### src/rtl/casc_counter_pkg.sv
package casc_counter_pkg;

    localparam int SLICE_W = 4;

    typedef logic [SLICE_W-1:0] nib_t;

    typedef struct packed {
        logic load_n;
        logic en_p;
        logic en_t;
    } slice_ctl_t;

    typedef enum logic [1:0] {
        ACT_HOLD  = 2'd0,
        ACT_COUNT = 2'd1,
        ACT_LOAD  = 2'd2
    } slice_act_e;

    function automatic slice_act_e pick_act(input slice_ctl_t c);
        if (!c.load_n)
            return ACT_LOAD;
        else if (c.en_p && c.en_t)
            return ACT_COUNT;
        else
            return ACT_HOLD;
    endfunction

    function automatic nib_t next_nib(input slice_act_e a, input nib_t q, input nib_t d);
        case (a)
            ACT_LOAD:  return d;
            ACT_COUNT: return q + nib_t'(1);
            default:   return q;
        endcase
    endfunction

endpackage

### src/rtl/cnt_term.sv
module cnt_term
    import casc_counter_pkg::*;
(
    input  nib_t q,
    input  logic en_t,
    output logic tc
);
    always_comb tc = en_t & (&q);
endmodule

### src/rtl/cnt_slice.sv
module cnt_slice
    import casc_counter_pkg::*;
(
    input  logic       clk,
    input  logic       clr_n,
    input  slice_ctl_t ctl,
    input  nib_t       d,
    output nib_t       q,
    output logic       tc
);
    slice_act_e act;
    nib_t       q_r;

    always_comb act = pick_act(ctl);

    always_ff @(posedge clk or negedge clr_n) begin
        if (!clr_n)
            q_r <= '0;
        else
            q_r <= next_nib(act, q_r, d);
    end

    assign q = q_r;

    cnt_term term_i (
        .q    (q_r),
        .en_t (ctl.en_t),
        .tc   (tc)
    );


    slice_load_chk: assert property (@(posedge clk) disable iff (!clr_n)
        !ctl.load_n |=> q == $past(d));


    slice_hold_chk: assert property (@(posedge clk) disable iff (!clr_n)
        ctl.load_n && !(ctl.en_p && ctl.en_t) |=> $stable(q));


    slice_incr_chk: assert property (@(posedge clk) disable iff (!clr_n)
        ctl.load_n && ctl.en_p && ctl.en_t |=> q == $past(q) + nib_t'(1));

endmodule

### src/rtl/casc_counter.sv
module casc_counter
    import casc_counter_pkg::*;
#(
    parameter int N_SLICES = 3,
    localparam int W = SLICE_W * N_SLICES
) (
    input  logic         clk,
    input  logic         clr_n,
    input  logic         load_n,
    input  logic         cnt_en,
    input  logic [W-1:0] load_data,
    output logic [W-1:0] count,
    output logic         tc_out
);
    logic [N_SLICES-1:0] tc_v;

    for (genvar k = 0; k < N_SLICES; k++) begin : g_slice
        slice_ctl_t ctl;
        nib_t       q;
        logic       carry_in;

        if (k == 0) begin : g_first
            assign carry_in = cnt_en;
        end else begin : g_next
            assign carry_in = tc_v[k-1];
        end

        always_comb begin
            ctl.load_n = load_n;
            ctl.en_p   = cnt_en;
            ctl.en_t   = carry_in;
        end

        cnt_slice slice_i (
            .clk   (clk),
            .clr_n (clr_n),
            .ctl   (ctl),
            .d     (load_data[k*SLICE_W +: SLICE_W]),
            .q     (q),
            .tc    (tc_v[k])
        );

        assign count[k*SLICE_W +: SLICE_W] = q;
    end

    assign tc_out = tc_v[N_SLICES-1];


    wide_incr_chk: assert property (@(posedge clk) disable iff (!clr_n)
        load_n && cnt_en |=> count == $past(count) + W'(1));


    clr_zero_chk: assert property (@(posedge clk) disable iff (!clr_n)
        $rose(clr_n) |-> count == '0);


    term_flag_chk: assert property (@(posedge clk) disable iff (!clr_n)
        tc_out |-> (count == '1 && cnt_en));

endmodule

### config.mk
export PLATFORM = sky130hd
export DESIGN_NAME = casc_counter
export DESIGN_NICKNAME = d
export VERILOG_FILES = /design/src/rtl/casc_counter_pkg.sv /design/src/rtl/cnt_term.sv /design/src/rtl/cnt_slice.sv /design/src/rtl/casc_counter.sv
export SDC_FILE = /design/constraint.sdc
export NUM_CORES = 1
export LEC_CHECK = 0
export BUFFER_PORTS_ARGS = -buffer_cell sky130_fd_sc_hd__buf_2
export CORE_MARGIN = 3
export CORE_UTILIZATION = 40
export CTS_CLUSTER_DIAMETER = 200
export DETAILED_ROUTE_END_ITERATION = 12
export GPL_ROUTABILITY_DRIVEN = 0
export PLACE_DENSITY = 0.69
export SYNTH_ARGS = -nofsm -noshare
export SYNTH_HDL_FRONTEND = slang
export SYNTH_SLANG_ARGS = --single-unit
### constraint.sdc
create_clock -name clk -period 2 [get_ports clk]
set_input_delay 0.2 -clock clk [delete_from_list [all_inputs] [get_ports clk]]
set_output_delay 0.2 -clock clk [all_outputs]
set_load 0.1 [all_outputs]
### Yosys cells after proc, flatten, opt, wreduce, memory -nomap -nowiden

Index checks and enable logic that the tools add are counted.

* mux-type cells: 9
* $add $sub $neg: 3
* reductions and logical operators: 8
* bitwise gates (word level): 3
* equality and inequality tests: 6

Operators with widths (count)
* 4-bit one-hot mux with 2 select lines: 3
* 4-bit by 1-bit adder with 4-bit output (second input constant): 3
* 4-bit AND reduction: 3
* 2-bit by 1-bit equality test with 1-bit output (second input constant): 3
* 2-bit equality test (second input constant): 3
* 2-bit two-way mux: 3
* 2-bit nonzero test: 3
* 1-bit AND: 3
* 1-bit two-way mux: 3
* 1-bit logical AND: 2

* flip-flop bits (word level): 12
* logic and storage cells: 32
* input bits: 16

### Logic depth before layout (Yosys ltp)

Gate-level depths: netlist of the first run.

* depth after elaboration: 8
* mapped depth: 5
* mapped depth without buffers: 4

### Hierarchy

A second synthesis of the first run with hierarchy kept.

* cells, all modules: 75
* area, all modules: 660.6 um2

By module, submodules not included
* cnt_slice: seq. area each 100.1 um2, area an instance 207.7 um2, instances 3, cells each 22
* cnt_term: seq. area each 0.0 um2, area an instance 12.5 um2, instances 3, cells each 3

### Worst setup path after synthesis of the first run

OpenSTA, ideal clock, no wires.

* path type: register to output
* start point: register g_slice[0].slice_i.q_r[0]
* end point: output port tc_out
* path slack: -1.887 ns
* path buffers: 1
* arrival: 3.687 ns
* stages on the path, launching flop included: 5
* path through: dfrtp_1 ha_1 nand4_2 buf_2 nor3_1

* cells in the longest elaborated chain, start to end: 4

RTL lines
* start: declaration: RTL line cnt_slice.sv:12 `nib_t q_r;`
* start signal: assignment: RTL line cnt_slice.sv:20 `q_r <= next_nib(act, q_r, d);`
* 4-bit AND reduction: RTL line cnt_term.sv:8 `always_comb tc = en_t & (&q);`
* 1-bit AND (3 in a row): RTL line cnt_term.sv:8
* end: declaration: RTL line casc_counter.sv:13 `output logic tc_out`

No other way between the ends.

### Worst setup path in the final report of the first run

* start point: register g_slice[1].slice_i.q_r[1]
* end point: output port tc_out

* cells in the longest elaborated chain, start to end: 3

RTL lines (RTL line)
* start: declaration: cnt_slice.sv:12
* start signal: assignment: cnt_slice.sv:20
* 4-bit AND reduction: cnt_term.sv:8
* 1-bit AND (2 in a row): cnt_term.sv:8

No other way between the ends.

==> results by group, run 1 <==
Run status
  • Run status: complete, no violations

CTS
  • CTS clk-pin slew, worst paths: about 0.07 ns
  • CTS tree: done
  • Clock sink total: 12
  • H-tree levels: 1
  • Clock buffer depth: 2
  • PostCTS Resize Cnt: 0
  • Root Driver: clkbuf_4
  • Num CTS Buffers: 3
  • Clk_lat worst skew: between 0.2 and 0.3 ns

Place
  • Port-buffer cells: 28
  • Dpl cell area: 902 µm²
  • Final HPWL DP: between 1000 and 1500 µm
  • Placed Cells: 116
  • Place WS: 0.406 ns

GRT
  • Tot GR Track Use: between 10% and 20%
  • Pin count of the biggest net entering global routing: 26
  • Antenna violations before repair: 0
  • Vias in the first global route: between 500 and 600
  • Global-route wire length before repair: roughly 2400 µm
  • GRT Residual Overflow: 0

Detailed routing
  • ANT nets after route: 0
  • Avg WL per Cell: around 12 µm
  • Met1 WL: about 730 µm
  • DRC viols: 0
  • Max Used Layer: met4
  • Met3 WL post-DR: around 110 µm
  • Metal2 WL: 615 µm
  • Vias per cell: 5.30
  • Initial DRC count: 9
  • Pre-antenna DRT Iters: 4
  • Routed wire length: 1470 µm
  • Via count: 636

Synthesis
  • Mapped Area: ~670 µm²
  • Syn Nets: between 90 and 100
  • FF+latch count, synth: 12
  • Cell variety after synth: 23
  • Synth warn: 0
  • Synth Instances: 75
  • Seq/Total Area, Yosys: about 45%
  • Mean post-synth cell area: 8.98 µm²

Finish
  • Leading cell type in the layout, fill and taps excluded: buf_2
  • Max FFs per register: 12
  • Multi-input gate area in the final layout: 390 µm²
  • Share of cells above drive strength 1: between 40% and 50%
  • Fin nets: about 130
  • Register Area: ~330 µm²
  • Area Growth Syn to Fin: 38.8%
  • Fill cell count: 150
  • Layout Cells excl Fill: between 100 and 150
  • Ant diodes: 0
  • Final core utilization: 60.6%
  • Most frequent cells in the layout: 28 x buf_2, 11 x nor2_1, 7 x a21oi_1, 7 x dfrtp_4
  • Final instance area: approximately 930 µm²

STA
  • Period utilization: approximately 94%
  • Pins Over Slew Limit: 0
  • Slew headroom: ~67%
  • Final Skew: ~0.00085 ns
  • Fmax: 0.533 GHz
  • WHS: 0.168 ns
  • Setup violators final: 0
  • Fin crit period: approximately 1.9 ns
  • Worst Slack Setup Final: ~0.12 ns
  • Setup tns final: 0 ns
  • Unrepaired setup endpoints after global routing: no
  • Worst-Margin Slew: 0.493 ns
  • Final hold violation count: 0

Setup path
  • Critical Path AT: between 1.5 and 2 ns
  • Worst-path fanout max: 4
  • Worst setup SP type: flop
  • Worst Setup End Kind: output port
  • Crit path required time: approximately 1.8 ns
  • CP max-delay cell: dfrtp_4
  • Crit path largest cell delay: ~0.44 ns
  • Crit-path cells: ha_4 -> nand4_1 -> nor3_4 -> buf_2
  • Worst setup path category: flop to output port

Floorplanning
  • Die H: about 47 µm
  • Ports: 29
  • Die X: about 47 µm
  • Initial Util: approximately 44%
  • Core Box Area: 1540 µm²
  • Die Footprint: 2210 µm²
  • Row cnt: 14

Run
  • Maxcap violations: 0

Pwr
  • Tot Pwr: around 840 µW
  • Pwr dens: ~900 nW/µm²
  • Worst IR drop on VDD: 540 µV
  • P_leak: between 0.3 and 0.4 nW

Hold path
  • Hold crit path type: input pin to flop
==> where the power goes <==
part	internal [mW]	switching (mW)	total, mW
logic	0.0822	0.287	0.370
registers	0.284	0.0399	0.324
clock network	0.0697	0.0802	0.150
==> cell families after synthesis <==
kind of cell / Yosys count / share of synthesized area, %
and+or+nand+nor: 28 / 21.2
AOI/OAI and AO/OA: 19 / 16.4
xor gates and xnor gates: 4 / 5.21
muxes: 2 / 2.97
adders and majority gates: 3 / 5.58
buffers and inverters: 7 / 4.09
DFF: 12 / 44.6
==> cells in the mapped netlist (all sizes together) <==
| master | number | share of area, % |
|---|---|---|
| nor2 | 11 | 6.1 |
| a21oi | 7 | 5.2 |
| nand3 | 3 | 2.2 |
| o211ai | 1 | 1.1 |
| nor3 | 1 | 0.74 |
| o21ai | 5 | 3.7 |
| xor2 | 3 | 3.9 |
| o31a | 1 | 1.3 |
| mux2i | 2 | 3.0 |
| or4 | 1 | 1.1 |
| xnor2 | 1 | 1.3 |
| o2111ai | 1 | 1.3 |
| inv | 3 | 1.7 |
| a31oi | 4 | 3.7 |
| dfrtp | 12 | 45 |
| buf | 1 | 0.74 |
| or3 | 4 | 3.7 |
| ha | 3 | 5.6 |
| nand2b | 1 | 0.93 |
| nand4 | 4 | 4.6 |
| clkbuf | 3 | 1.7 |
| nand2 | 3 | 1.7 |
==> worst max-delay path, delay by kind of cell (launching register included) <==
kind	cells	cell delay, ns
flip-flops	1	0.44
buffers and inverters	1	0.44
AND/OR/NAND/NOR	2	0.37
adder cells (fa/ha/maj)	1	0.15
==> final cells by class <==
type | count | area share (%)
multi-input cells | 56 | 41.8
flip-flops and latches | 12 | 35.6
repair buffers | 30 | 16.9
clock buffers | 3 | 2.41
well taps | 16 | 2.14
inverters | 3 | 1.20
==> layer usage <==
metal  GRT usage [%]  vias to the layer above
met5               0                        -
met3            4.21                        4
met4            6.63                        0
met1            22.8                      282
li1                -                      331
met2            21.4                       19
==> repair_timing <==
item / in CTS / in global routing
hold buffers: 1 / 0
buffers inserted: 0 / 0
endpoints found under the hold margin: 12 / 0
==> final timing paths <==
kind / startpoint / end / slack [ns] / cells past startpoint
min in group asynchronous: clr_n / g_slice[2].slice_i.q[3] / 0.34 / 2
worst min-delay path: load_data[10] / g_slice[2].slice_i.q[2] / 0.17 / 3
worst max register to register: g_slice[0].slice_i.q[1] / g_slice[2].slice_i.q[3] / 0.45 / 4
worst min register to register: g_slice[2].slice_i.q[3] / g_slice[2].slice_i.q[3] / 0.57 / 2
worst max-delay path: g_slice[1].slice_i.q[1] / tc_out / 0.12 / 4
max in group asynchronous: clr_n / g_slice[0].slice_i.q[2] / 1.41 / 2
Note: power is estimated with default switching activity, not from simulation.
==> run 2, diff against run 1 <==
--- a/config.mk
+++ b/config.mk
@@ -6,12 +6,14 @@
 export NUM_CORES = 1
 export LEC_CHECK = 0
 export BUFFER_PORTS_ARGS = -buffer_cell sky130_fd_sc_hd__buf_2
+export CELL_PAD_IN_SITES_DETAIL_PLACEMENT = 2
+export CELL_PAD_IN_SITES_GLOBAL_PLACEMENT = 2
 export CORE_MARGIN = 3
-export CORE_UTILIZATION = 40
+export CORE_UTILIZATION = 25
 export CTS_CLUSTER_DIAMETER = 200
 export DETAILED_ROUTE_END_ITERATION = 12
 export GPL_ROUTABILITY_DRIVEN = 0
-export PLACE_DENSITY = 0.69
+export PLACE_DENSITY_LB_ADDON = 0.1
 export SYNTH_ARGS = -nofsm -noshare
 export SYNTH_HDL_FRONTEND = slang
 export SYNTH_SLANG_ARGS = --single-unit
==> constraint.sdc (replaced) <==
create_clock -name clk -period 2.15 [get_ports clk]
set_input_delay 0.215 -clock clk [delete_from_list [all_inputs] [get_ports clk]]
set_output_delay 0.215 -clock clk [all_outputs]
set_load 0.1 [all_outputs]
==> run 2 against run 1 <==
Compared with the run above: non-clock buffer count is 1 higher; sequential power is 9.3% lower; final cell count is 13% higher; power is 8.8% lower; via count is 3.8% higher; first-iteration DRC count is 11% higher; utilization is 24 points lower; count of clock-buffer cells in the layout stayed put; sequential cell count stayed put; clock skew is 0.0013 ns higher; design area is 1.5% lower; critical path depth stayed put.
==> results by group, run 2 (synthesis results as in run 1) <==
Run status
  • Run status: complete, no violations (unchanged)

STA
  • Fin crit period: between 1.5 and 2 ns
  • Fmax: about 0.52 GHz
  • Setup tns final: 0 ns (unchanged)
  • Worst Slack Setup Final: 0.240 ns (was 0.122 ns)
  • Worst-Margin Slew: 0.494 ns (was 0.493 ns)
  • Unrepaired setup endpoints after global routing: no (unchanged)
  • Final hold violation count: 0 (unchanged)
  • Slew headroom: 67.3% (was 67.4%)
  • Setup violators final: 0 (unchanged)
  • Final Skew: 0.00211 ns (was 0.000850 ns)
  • Period utilization: between 80% and 90%
  • Pins Over Slew Limit: 0 (unchanged)

Floorplanning
  • Row cnt: 18 (was 14)
  • Die X: 57.9 µm (was 47.0 µm)
  • Die Footprint: 3350 µm² (was 2210 µm²)
  • Ports: 29 (unchanged)
  • Die H: 57.9 µm (was 47.0 µm)
  • Core Box Area: 2520 µm² (was 1540 µm²)
  • Initial Util: 26.7% (was 43.7%)

Hold path
  • Hold crit path type: input pin to flop (unchanged)

Pwr
  • P_leak: 0.402 nW (was 0.400 nW)
  • Pwr dens: 835 nW/µm² (was 902 nW/µm²)
  • Worst IR drop on VDD: 428 µV (was 540 µV)

CTS
  • CTS clk-pin slew, worst paths: 0.07 ns (about the same)
  • Clk_lat worst skew: 0.27 ns (about the same)
  • Root Driver: clkbuf_4 (unchanged)
  • Post-CTS setup buffer count: 0 (unchanged)
  • Num CTS Buffers: 3 (unchanged)
  • Clock buffer depth: 2 (unchanged)
  • CTS tree: done (unchanged)
  • H-tree levels: 1 (unchanged)
  • Clock sink total: 12 (unchanged)

Finish
  • Share of cells above drive strength 1: 44.8% (was 46.2%)
  • Area Growth Syn to Fin: 36.8% (was 38.8%)
  • Ant diodes: 0 (unchanged)
  • Fin nets: 126 (was 125)
  • Leading cell type in the layout, fill and taps excluded: buf_2 (unchanged)
  • Max FFs per register: 12 (unchanged)
  • Most frequent cells in the layout: 27 x buf_2, 11 x nor2_1, 8 x dfrtp_2, 7 x a21oi_1, 5 x o21ai_0 (was 28 x buf_2, 11 x nor2_1, 7 x a21oi_1, 7 x dfrtp_4)

Setup path
  • Crit path required time: 1.93 ns (was 1.80 ns)
  • Worst setup SP type: flop (unchanged)
  • Worst setup path category: flop to output port (unchanged)
  • Worst-path fanout max: 4 (unchanged)
  • Critical Path AT: 1.69 ns (was 1.68 ns)
  • Worst Setup End Kind: output port (unchanged)

GRT
  • Antenna violations before repair: 0 (unchanged)
  • Tot GR Track Use: 11.9% (was 15.6%)
  • Pin count of the biggest net entering global routing: 26 (unchanged)
  • Global-route wire length before repair: 3050 µm (was 2390 µm)
  • Vias in the first global route: 657 (was 529)
  • GRT Residual Overflow: 0 (unchanged)

Place
  • Port-buffer cells: 28 (unchanged)
  • Place WS: 0.414 ns (was 0.406 ns)
  • Final HPWL DP: 1460 µm (was 1090 µm)

Detailed routing
  • Via count: 660 (was 636)
  • Routed wire length: 1820 µm (was 1470 µm)
  • Vias per cell: 4.89 (was 5.30)
  • ANT nets after route: 0 (unchanged)
  • Pre-antenna DRT Iters: 2 (was 4)
  • Initial DRC count: 10 (was 9)
  • DRC viols: 0 (unchanged)
  • Avg WL per Cell: 13.5 µm (was 12.3 µm)

Run
  • Maxcap violations: 0 (unchanged)
[run 2: cell count changes in the layout (fill, tap and decap cells not counted), sizes merged]
cell    delta
clkbuf     +1
[run 2: worst paths after layout]
check | startpoint | to | slack [ns] | cells past startpoint
setup / recovery | g_slice[1].slice_i.q[0] | tc_out | 0.24 | 4
hold / removal | load_data[1] | g_slice[0].slice_i.q[1] | 0.19 | 3
setup reg to reg | g_slice[0].slice_i.q[0] | g_slice[1].slice_i.q[3] | 0.52 | 5
hold reg to reg | g_slice[2].slice_i.q[3] | g_slice[2].slice_i.q[3] | 0.59 | 2
max in group asynchronous | clr_n | g_slice[1].slice_i.q[0] | 1.55 | 2
min in group asynchronous | clr_n | g_slice[0].slice_i.q[0] | 0.36 | 2
[run 2: critical path: stages, from the launching register on]
cell and delay, ns:
dfrtp_4 0.44, ha_1 0.23, nand4_1 0.21, nor3_4 0.20, clkbuf_4 0.35
[run 2: layout make-up]
type	count	area, µm²
sequential	12	325
clock buffer	3	22.5
tap	30	37.5
multi-input combinational	56	357
inverter	3	11.3
fill	299	1600
timing repair buffer	31	168
[run 2: through the flow]
step	hold slack (ns)	std cells	area, µm²	power [mW]	util [%]
after floorplan	-0.0806	75	709	0.566	-
after global placement	0.123	131	886	0.637	35.1
after detailed placement	0.117	131	886	0.644	35.1
after CTS	0.179	135	918	0.785	36.4
after global routing	0.187	135	921	0.821	36.5
final	0.188	135	921	0.769	36.5
[run 2: power by group]
part / total (mW) / switching, mW / internal, mW
Clock: 0.135 / 0.0699 / 0.0647
Combinational: 0.341 / 0.270 / 0.0704
Sequential: 0.294 / 0.0321 / 0.261
[run 2: layer usage]
metal  wire length (µm)  GRT usage, %  vias to the layer above
met3                127          5.12                        0
li1                   -             -                      332
met5                  0             0                        -
met1                825          15.7                      311
met2                866          18.5                       17
met4                  0          1.99                        0
[run 2: what timing repair did]
action                                 CTS  global route
setup endpoints to repair                0             1
endpoints found under the hold margin   12             0
hold buffers                             1             0
gates resized for setup                  0             1
